===== config.mk =====
export PLATFORM = sky130hd
export DESIGN_NAME = maj_pair_adder
export DESIGN_NICKNAME = d
export VERILOG_FILES = /design/src/rtl/maj_add_pkg.sv /design/src/rtl/maj_bit_terms.sv /design/src/rtl/maj_sum_cell.sv /design/src/rtl/maj_pair_slice.sv /design/src/rtl/maj_pair_adder.sv
export SDC_FILE = /design/constraint.sdc
export NUM_CORES = 1
export LEC_CHECK = 0
export CAP_MARGIN = 20
export CORE_ASPECT_RATIO = 1.25
export CORE_MARGIN = 2
export CORE_UTILIZATION = 44
export DETAILED_ROUTE_END_ITERATION = 12
export PLACE_DENSITY = 0.95
export SKIP_LAST_GASP = 1
export SYNTH_ARGS = -nofsm -noshare
export SYNTH_HDL_FRONTEND = slang
export SYNTH_SLANG_ARGS = --single-unit

===== constraint.sdc =====
create_clock -name vclk -period 3.9
set_input_delay 0.39 -clock vclk [all_inputs]
set_output_delay 0.39 -clock vclk [all_outputs]
set_load 0.01 [all_outputs]

===== src/rtl/maj_add_pkg.sv =====
package maj_add_pkg;

    typedef struct packed {
        logic prop;
        logic gen;
    } bit_terms_t;

    function automatic logic maj3(input logic x, input logic y, input logic z);
        return (x & y) | (x & z) | (y & z);
    endfunction

    // Three-input parity built only from majority and inversion.
    function automatic logic maj_parity(input logic x, input logic y, input logic z);
        return maj3(~maj3(x, y, z), maj3(x, y, ~z), z);
    endfunction

endpackage


===== src/rtl/maj_bit_terms.sv =====
module maj_bit_terms
    import maj_add_pkg::*;
#(
    parameter int WIDTH = 16
) (
    input  logic [WIDTH-1:0] op_a,
    input  logic [WIDTH-1:0] op_b,
    output bit_terms_t [WIDTH-1:0] terms
);
    for (genvar i = 0; i < WIDTH; i++) begin : g_bit
        assign terms[i].prop = op_a[i] | op_b[i];
        assign terms[i].gen  = op_a[i] & op_b[i];
    end
endmodule


===== src/rtl/maj_sum_cell.sv =====
module maj_sum_cell
    import maj_add_pkg::*;
(
    input  logic bit_a,
    input  logic bit_b,
    input  logic carry_in,
    output logic sum_bit
);
    assign sum_bit = maj_parity(bit_a, bit_b, carry_in);
endmodule


===== src/rtl/maj_pair_slice.sv =====
module maj_pair_slice
    import maj_add_pkg::*;
#(
    parameter bit FIRST = 1'b0
) (
    input  logic       clk,
    input  logic       rst,
    input  logic [1:0] a,
    input  logic [1:0] b,
    input  bit_terms_t lo_terms,
    input  logic       carry_in,
    output logic [1:0] sum,
    output logic       carry_out
);
    logic mid_carry;
    logic inner_gen;
    logic inner_prop;

    // Odd-position carry, needed only for the upper sum bit.
    assign mid_carry = maj3(a[0], b[0], carry_in);
    assign inner_gen = maj3(a[1], b[1], lo_terms.gen);

    if (FIRST) begin : g_first
        // Carry-in is tied low, so the OR term of bit 0 drops out.
        assign inner_prop = 1'b0;
        assign carry_out  = inner_gen;
    end else begin : g_inner
        assign inner_prop = maj3(a[1], b[1], lo_terms.prop);
        assign carry_out  = maj3(inner_gen, inner_prop, carry_in);
    end

    maj_sum_cell sum_lo_i (.bit_a(a[0]), .bit_b(b[0]), .carry_in(carry_in),  .sum_bit(sum[0]));
    maj_sum_cell sum_hi_i (.bit_a(a[1]), .bit_b(b[1]), .carry_in(mid_carry), .sum_bit(sum[1]));

    // two-position carry agrees with the lookahead expression
    p_lookahead_r2: assert property (@(posedge clk) disable iff (rst)
        carry_out == ((a[1] & b[1])
                    | ((a[1] | b[1]) & lo_terms.gen)
                    | ((a[1] | b[1]) & lo_terms.prop & carry_in)));

    // the lower bit pair behaves as a full adder
    p_low_pair_r1: assert property (@(posedge clk) disable iff (rst)
        {mid_carry, sum[0]} == 2'(a[0]) + 2'(b[0]) + 2'(carry_in));

    // the least significant slice sees no carry-in
    p_first_cin_r1: assert property (@(posedge clk) disable iff (rst)
        FIRST |-> (carry_in == 1'b0));
endmodule


===== src/rtl/maj_pair_adder.sv =====
module maj_pair_adder
    import maj_add_pkg::*;
#(
    parameter int WIDTH   = 16,
    parameter bit REG_OUT = 1'b0
) (
    input  logic             clk,
    input  logic             rst,
    input  logic [WIDTH-1:0] op_a,
    input  logic [WIDTH-1:0] op_b,
    output logic [WIDTH-1:0] sum,
    output logic             carry_out
);
    localparam int PAIRS = WIDTH / 2;

    if ((WIDTH % 2) != 0 || WIDTH < 2) begin : g_bad_width
        $error("maj_pair_adder: WIDTH must be even and at least 2");
    end

    bit_terms_t [WIDTH-1:0] terms;
    logic [PAIRS:0]         pair_carry;
    logic [WIDTH-1:0]       sum_comb;

    maj_bit_terms #(.WIDTH(WIDTH)) terms_i (
        .op_a  (op_a),
        .op_b  (op_b),
        .terms (terms)
    );

    assign pair_carry[0] = 1'b0;

    for (genvar k = 0; k < PAIRS; k++) begin : g_slice
        maj_pair_slice #(.FIRST(k == 0)) slice_i (
            .clk       (clk),
            .rst       (rst),
            .a         (op_a[2*k+1 -: 2]),
            .b         (op_b[2*k+1 -: 2]),
            .lo_terms  (terms[2*k]),
            .carry_in  (pair_carry[k]),
            .sum       (sum_comb[2*k+1 -: 2]),
            .carry_out (pair_carry[k+1])
        );
    end

    if (REG_OUT) begin : g_reg
        always_ff @(posedge clk) begin
            if (rst) begin
                sum       <= '0;
                carry_out <= 1'b0;
            end else begin
                sum       <= sum_comb;
                carry_out <= pair_carry[PAIRS];
            end
        end

        // registered result is the previous edge's operand sum
        p_reg_latency_r7: assert property (@(posedge clk) disable iff (rst)
            1'b1 |=> ({carry_out, sum} == ({1'b0, $past(op_a)} + {1'b0, $past(op_b)})));

        // reset leaves the outputs cleared
        p_reset_clear_r8: assert property (@(posedge clk) disable iff (rst)
            $fell(rst) |-> (sum == '0 && carry_out == 1'b0));
    end else begin : g_comb
        assign sum       = sum_comb;
        assign carry_out = pair_carry[PAIRS];

        // combinational result equals the arithmetic sum
        p_sum_exact_r1: assert property (@(posedge clk) disable iff (rst)
            {carry_out, sum} == ({1'b0, op_a} + {1'b0, op_b}));
    end
endmodule


==> results of run 1 <==
-- area by class of cell --
cell class                      instances  area [um2]  share of cell area
Tap cell                               33        41.3              0.0254
Timing Repair Buffer                   62         582               0.358
Multi-Input combinational cell         74         832               0.512
Inverter                               45         169               0.104
-- report_power, final --
part           switching (uW)  internal, uW
combinational             112           133
clock                       0             0
sequential                  0             0
-- worst min-delay path: stages --
cell	delay [ns]
clkdlybuf4s50_1	0.46
inv_1	0.11
fa_1	0.17
buf_2	0.12
-- Yosys cell counts --
cell and n:
nor3_2 1, o311ai_1 1, and2b_1 1, nor3_1 2, nand2_1 5, o22ai_1 4
nor4b_1 1, a221oi_4 1, a211oi_1 1, a211o_1 1, o31ai_1 1, ha_1 1
a21oi_1 5, nand3_1 1, o211ai_1 1, o21ai_0 6, a31oi_1 1, o311a_1 1
nand2b_1 1, maj3_1 2, inv_1 44, a22oi_1 1, or2_2 1, o32ai_1 1
o21ai_1 1, o221ai_1 1, fa_1 23, or3b_1 1, a21boi_0 1, inv_2 1
buf_4 16, nor2_1 5, o22ai_2 1
-- cells by family (layout without fill, tap and decap cells) --
kind of cell	count (synthesis)	in the layout	synth area share
buf+inv	61	107	0.264
compound gates	29	29	0.194
simple gates	19	19	0.0914
fa+ha+maj	26	26	0.450
-- metal layers --
metal  track usage  vias to the layer above  wire length [um]
met1         0.176                      468               782
met2         0.389                       28              1420
li1              -                      480                 -
met4        0.0327                        0                53
met5             0                        -                 0
met3        0.0175                        6                86
-- repair_timing --
action                     in CTS  in global routing
resized for setup              10                  9
buffers inserted                3                  3
setup endpoints to repair       5                  6
pin swaps                       3                  3
-- worst paths after layout --
kind	startpoint	to	slack (ns)	cells past startpoint
worst min-delay path	op_b[15]	sum[15]	1.64	4
worst max-delay path	op_a[0]	sum[8]	-0.04	13
-- stage by stage --
stage	worst slack (ns)	TNS [ns]	instances	power, uW
6_report	-0.0434	-0.125	214	245
5_1_grt	-0.173	-0.627	214	273
3_3_place_gp	-0.160	-0.398	208	236
2_1_floorplan	0.743	0	135	147
4_1_cts	-0.0895	-0.101	211	248
3_5_place_dp	-0.237	-0.716	208	245
==> qor.yml, run 1 <==
status: "finished with violations"
failed_checks: "negative setup slack"
hold_class: "in -> out"
wire_per_inst_um: 11.0
drive_above_1_share: 0.138
antenna_found_initial: 0
initial_core_util: 0.456
fmaxAchievable_mhz: 254
cp-start-kind: "input port"
grt_pass1_wl_mm: 4.16
via_per_inst: 4.59
hold_viol: 0
avgSynthCellArea_um2: 8.11
path_cells: "clkdlybuf4s50_1 -> ha_1 -> inv_2 -> fa_2 -> and2b_1 -> a221oi_4 -> buf_4 -> nor3_4 -> buf_4 -> or2_2 -> buf_4 -> fa_1 -> clkdlybuf4s50_1"
synth_area_leader_cell: "fa_1"
vias: 982
row_count: 20
design.core.area_um2: 2400
postCtsHoldBufs: 0
seq_cells: 0
overflow: 0
ir_drop_uv: 84.1
critPathRequiredTime_ns: 3.51
die_x_um: 48.6
grt_pass1_vias: 1061
die_area_um2: 2910
grt_max_degree: 7
final_antenna_net_count: 0
syn_nets: 193
first_pass_iters: 3
n_clock_buffer: 0
critical-path-top-delay-family: "buffers and inverters"
timing.critical_path.mode_cell: "buf_4"
layout_commonest_cell: "inv_1"
fillers: 204
syn_area_um2: 1090
setup_viol: 3
antennaDiodeCount: 0
finalCriticalPeriod_ns: 3.94
drc_errors: 0
dpl_cell_area_um2: 1560
tightest_slew_ns: 0.375
cp_num_buf_inv: 6
crit_fanout: 5
crit_type: "in -> out"
final_cell_mix: "inv_1 (43), clkdlybuf4s50_1 (41), fa_1 (22)"
end_kind: "output pin"
nets: 241
drv_slew: 0
gp_congestion: 0.752
synth_top_area_frac: 0.421
pin_count: 51
ys_seq_area_frac: 0
synth_area_leaders: "fa_1 (42%), inv_1 (15%), buf_4 (11%)"
postLayoutCoreUtil: 0.676
layout_setup_ws_ns: -0.0434
synth_cells: 135
rsz0062_at_grt: "true"
synth_warnings: 0
dp_hpwl_mm: 2.13
ys_types: 33
slowest_stage: "clkdlybuf4s50_1"
maxCapViolCount: 0
drt-total-wl_mm: 2.35
slowest_delay_ns: 0.53
drtIter0Drc: 12
track_usage: 0.176
max_slew_margin: 0.748
power.density_nw_per_um2: 151
power_leakage_uw: 0.000806
die_h_um: 59.8
final_cell_area_um2: 1620
synthToLayoutAreaGrowth_pct: 48.3
fin_crit_sh: 1.01
port_buffers: 49
arrival_ns: 3.55
seq_area_um2: 0
fin_hold_ws_ns: 1.64
Note: power is estimated with default switching activity, not from simulation.
==> run 2, diff against run 1 <==
- CAP_MARGIN: 20 -> not set
- clock period: 3.9 -> 3.7 ns (I/O delays scaled with it)
==> run 2 against run 1 <==
The flow now finishes without violations. Total power grew 7.7%. Highest routed layer unchanged. Largest power group unchanged. Worst setup slack gained 0.16 ns. Global-route usage grew 1.7 points. Largest cell class unchanged. Critical path type unchanged.
==> qor.yml, run 2 (synthesis results as in run 1) <==
via_per_inst: 4.81  # +4.9%
ir_drop_uv: 95.8  # +14%
arrival_ns: 3.21  # -0.34 ns
port_buffers: 49  # unchanged
seq_cells: 0  # unchanged
synthToLayoutAreaGrowth_pct: 49.1
first_pass_iters: 4  # +1
drive_above_1_share: 0.165  # +0.0267
crit_fanout: 5  # unchanged
setup_viol: 0  # -3
fin_crit_sh: 0.969
design.core.area_um2: 2400  # unchanged
drc_errors: 0  # unchanged
min_delay_path_depth: 4  # unchanged
timing.critical_path.mode_cell: "buf_4"
crit_type: "in -> out"
path_cells: "dlygate4sd2_1 -> ha_2 -> inv_2 -> fa_2 -> and2b_1 -> a221oi_4 -> nor3_4 -> buf_4 -> o221ai_2 -> o311ai_2 -> buf_4 -> fa_1 -> clkdlybuf4s50_1"
status: "finished clean"
initial_core_util: 0.456  # unchanged
final_antenna_net_count: 0  # unchanged
end_kind: "output pin"
hp-start: "op_b[15]"
final_cell_area_um2: 1630  # +0.54%
fmaxAchievable_mhz: 279
hold_class: "in -> out"
layout_commonest_cell: "inv_1"
drt-total-wl_mm: 2.59  # +10%
gp_congestion: 0.757  # +0.62%
seq_area_um2: 0  # unchanged
grt_max_degree: 7  # unchanged
power.density_nw_per_um2: 162  # +7.1%
grt_pass1_vias: 1068  # +0.66%
nets: 242  # +0.41%
antenna_found_initial: 0  # unchanged
drtIter0Drc: 30  # +18
setup_tns_ns: 0  # +0.125 ns
grt_pass1_wl_mm: 4.53  # +9.0%
die_h_um: 59.8  # unchanged
vias: 1035  # +5.4%
antennaDiodeCount: 0  # unchanged
dp_hpwl_mm: 2.22  # +4.5%
cp_num_buf_inv: 5  # -1
drv_slew: 0  # unchanged
fin_cells: 215  # +0.47%
min_to: "sum[15]"
power_uw: 264  # +7.7%
die_area_um2: 2910  # unchanged
cp-start-kind: "input port"
tightest_slew_ns: 0.465  # +0.0898 ns
hold_viol: 0  # unchanged
power_leakage_uw: 0.000787  # -2.4%
row_count: 20  # unchanged
slowest_stage: "clkdlybuf4s50_1"
final_cell_mix: "inv_1 (42), clkdlybuf4s50_1 (40), fa_1 (20)"
dp.cells: 210  # +0.96%
critical-path-top-delay-family: "buffers and inverters"
dpl_cell_area_um2: 1570  # +0.96%
finalCriticalPeriod_ns: 3.58
pin_count: 51  # unchanged
wire_per_inst_um: 12.0  # +9.7%
overflow: 0  # unchanged
die_x_um: 48.6  # unchanged
rsz0062_at_grt: "false"
max_slew_margin: 0.688  # -0.0602
critPathRequiredTime_ns: 3.33  # -0.18 ns
n_clock_buffer: 0  # unchanged
maxCapViolCount: 0  # unchanged
slowest_delay_ns: 0.54  # about the same
track_usage: 0.193  # +0.0168
## run 2: cell types whose count changed in the layout (fill, tap and decap cells not counted), sizes merged
| cell | previous run | this run |
|---|---|---|
| buf | 14 | 15 |
| clkbuf | 1 | 0 |
| dlygate4sd2 | 3 | 8 |
| clkdlybuf4s50 | 41 | 40 |
| dlymetal6s2s | 3 | 0 |
## run 2: through the flow
step	hold slack, ns	setup WS, ns	util
6_report	1.59	0.115	0.680
5_1_grt	1.63	0.00386	0.680
4_1_cts	1.60	0.0700	0.679
3_5_place_dp	1.86	-0.362	0.655
3_3_place_gp	1.84	-0.305	0.655
2_1_floorplan	0.938	0.583	-
## run 2: where the power goes
| part | total [uW] | internal (uW) | switching (uW) |
|---|---|---|---|
| Clock | 0 | 0 | 0 |
| Combinational | 264 | 143 | 121 |
| Sequential | 0 | 0 | 0 |
| Total | 264 | 143 | 121 |
## run 2: timing repair
item / CTS / global route
setup buffers: 5 / 1
pin swaps: 8 / 4
gates resized for setup: 23 / 1
hold buffers: 0 / 0
endpoints found under the hold margin: 0 / 0
setup endpoints to repair: 8 / 4
## run 2: worst max path at each step
stage | endpoint | start | cells past startpoint | slack [ns]
floorplan | sum[15] | op_a[0] | 12 | 0.58
global placement | sum[15] | op_a[0] | 13 | -0.30
detailed placement | sum[11] | op_b[0] | 14 | -0.36
CTS | sum[15] | op_b[0] | 16 | 0.07
global route | sum[11] | op_b[0] | 15 | 0.004
finish | sum[10] | op_b[0] | 13 | 0.12
## run 2: final cells by class
type / instances / area (um2)
multi-input cells: 74 / 842
fillers: 204 / 769
repair buffers: 63 / 581
inverters: 45 / 169
well taps: 33 / 41.3
## run 2: per-layer routing
| metal | routed length (um) | GRT usage | vias to the layer above |
|---|---|---|---|
| li1 | - | - | 484 |
| met1 | 813 | 0.198 | 513 |
| met2 | 1600 | 0.417 | 32 |
| met3 | 126 | 0.0250 | 6 |
| met4 | 46 | 0.0327 | 0 |
| met5 | 0 | 0 | - |
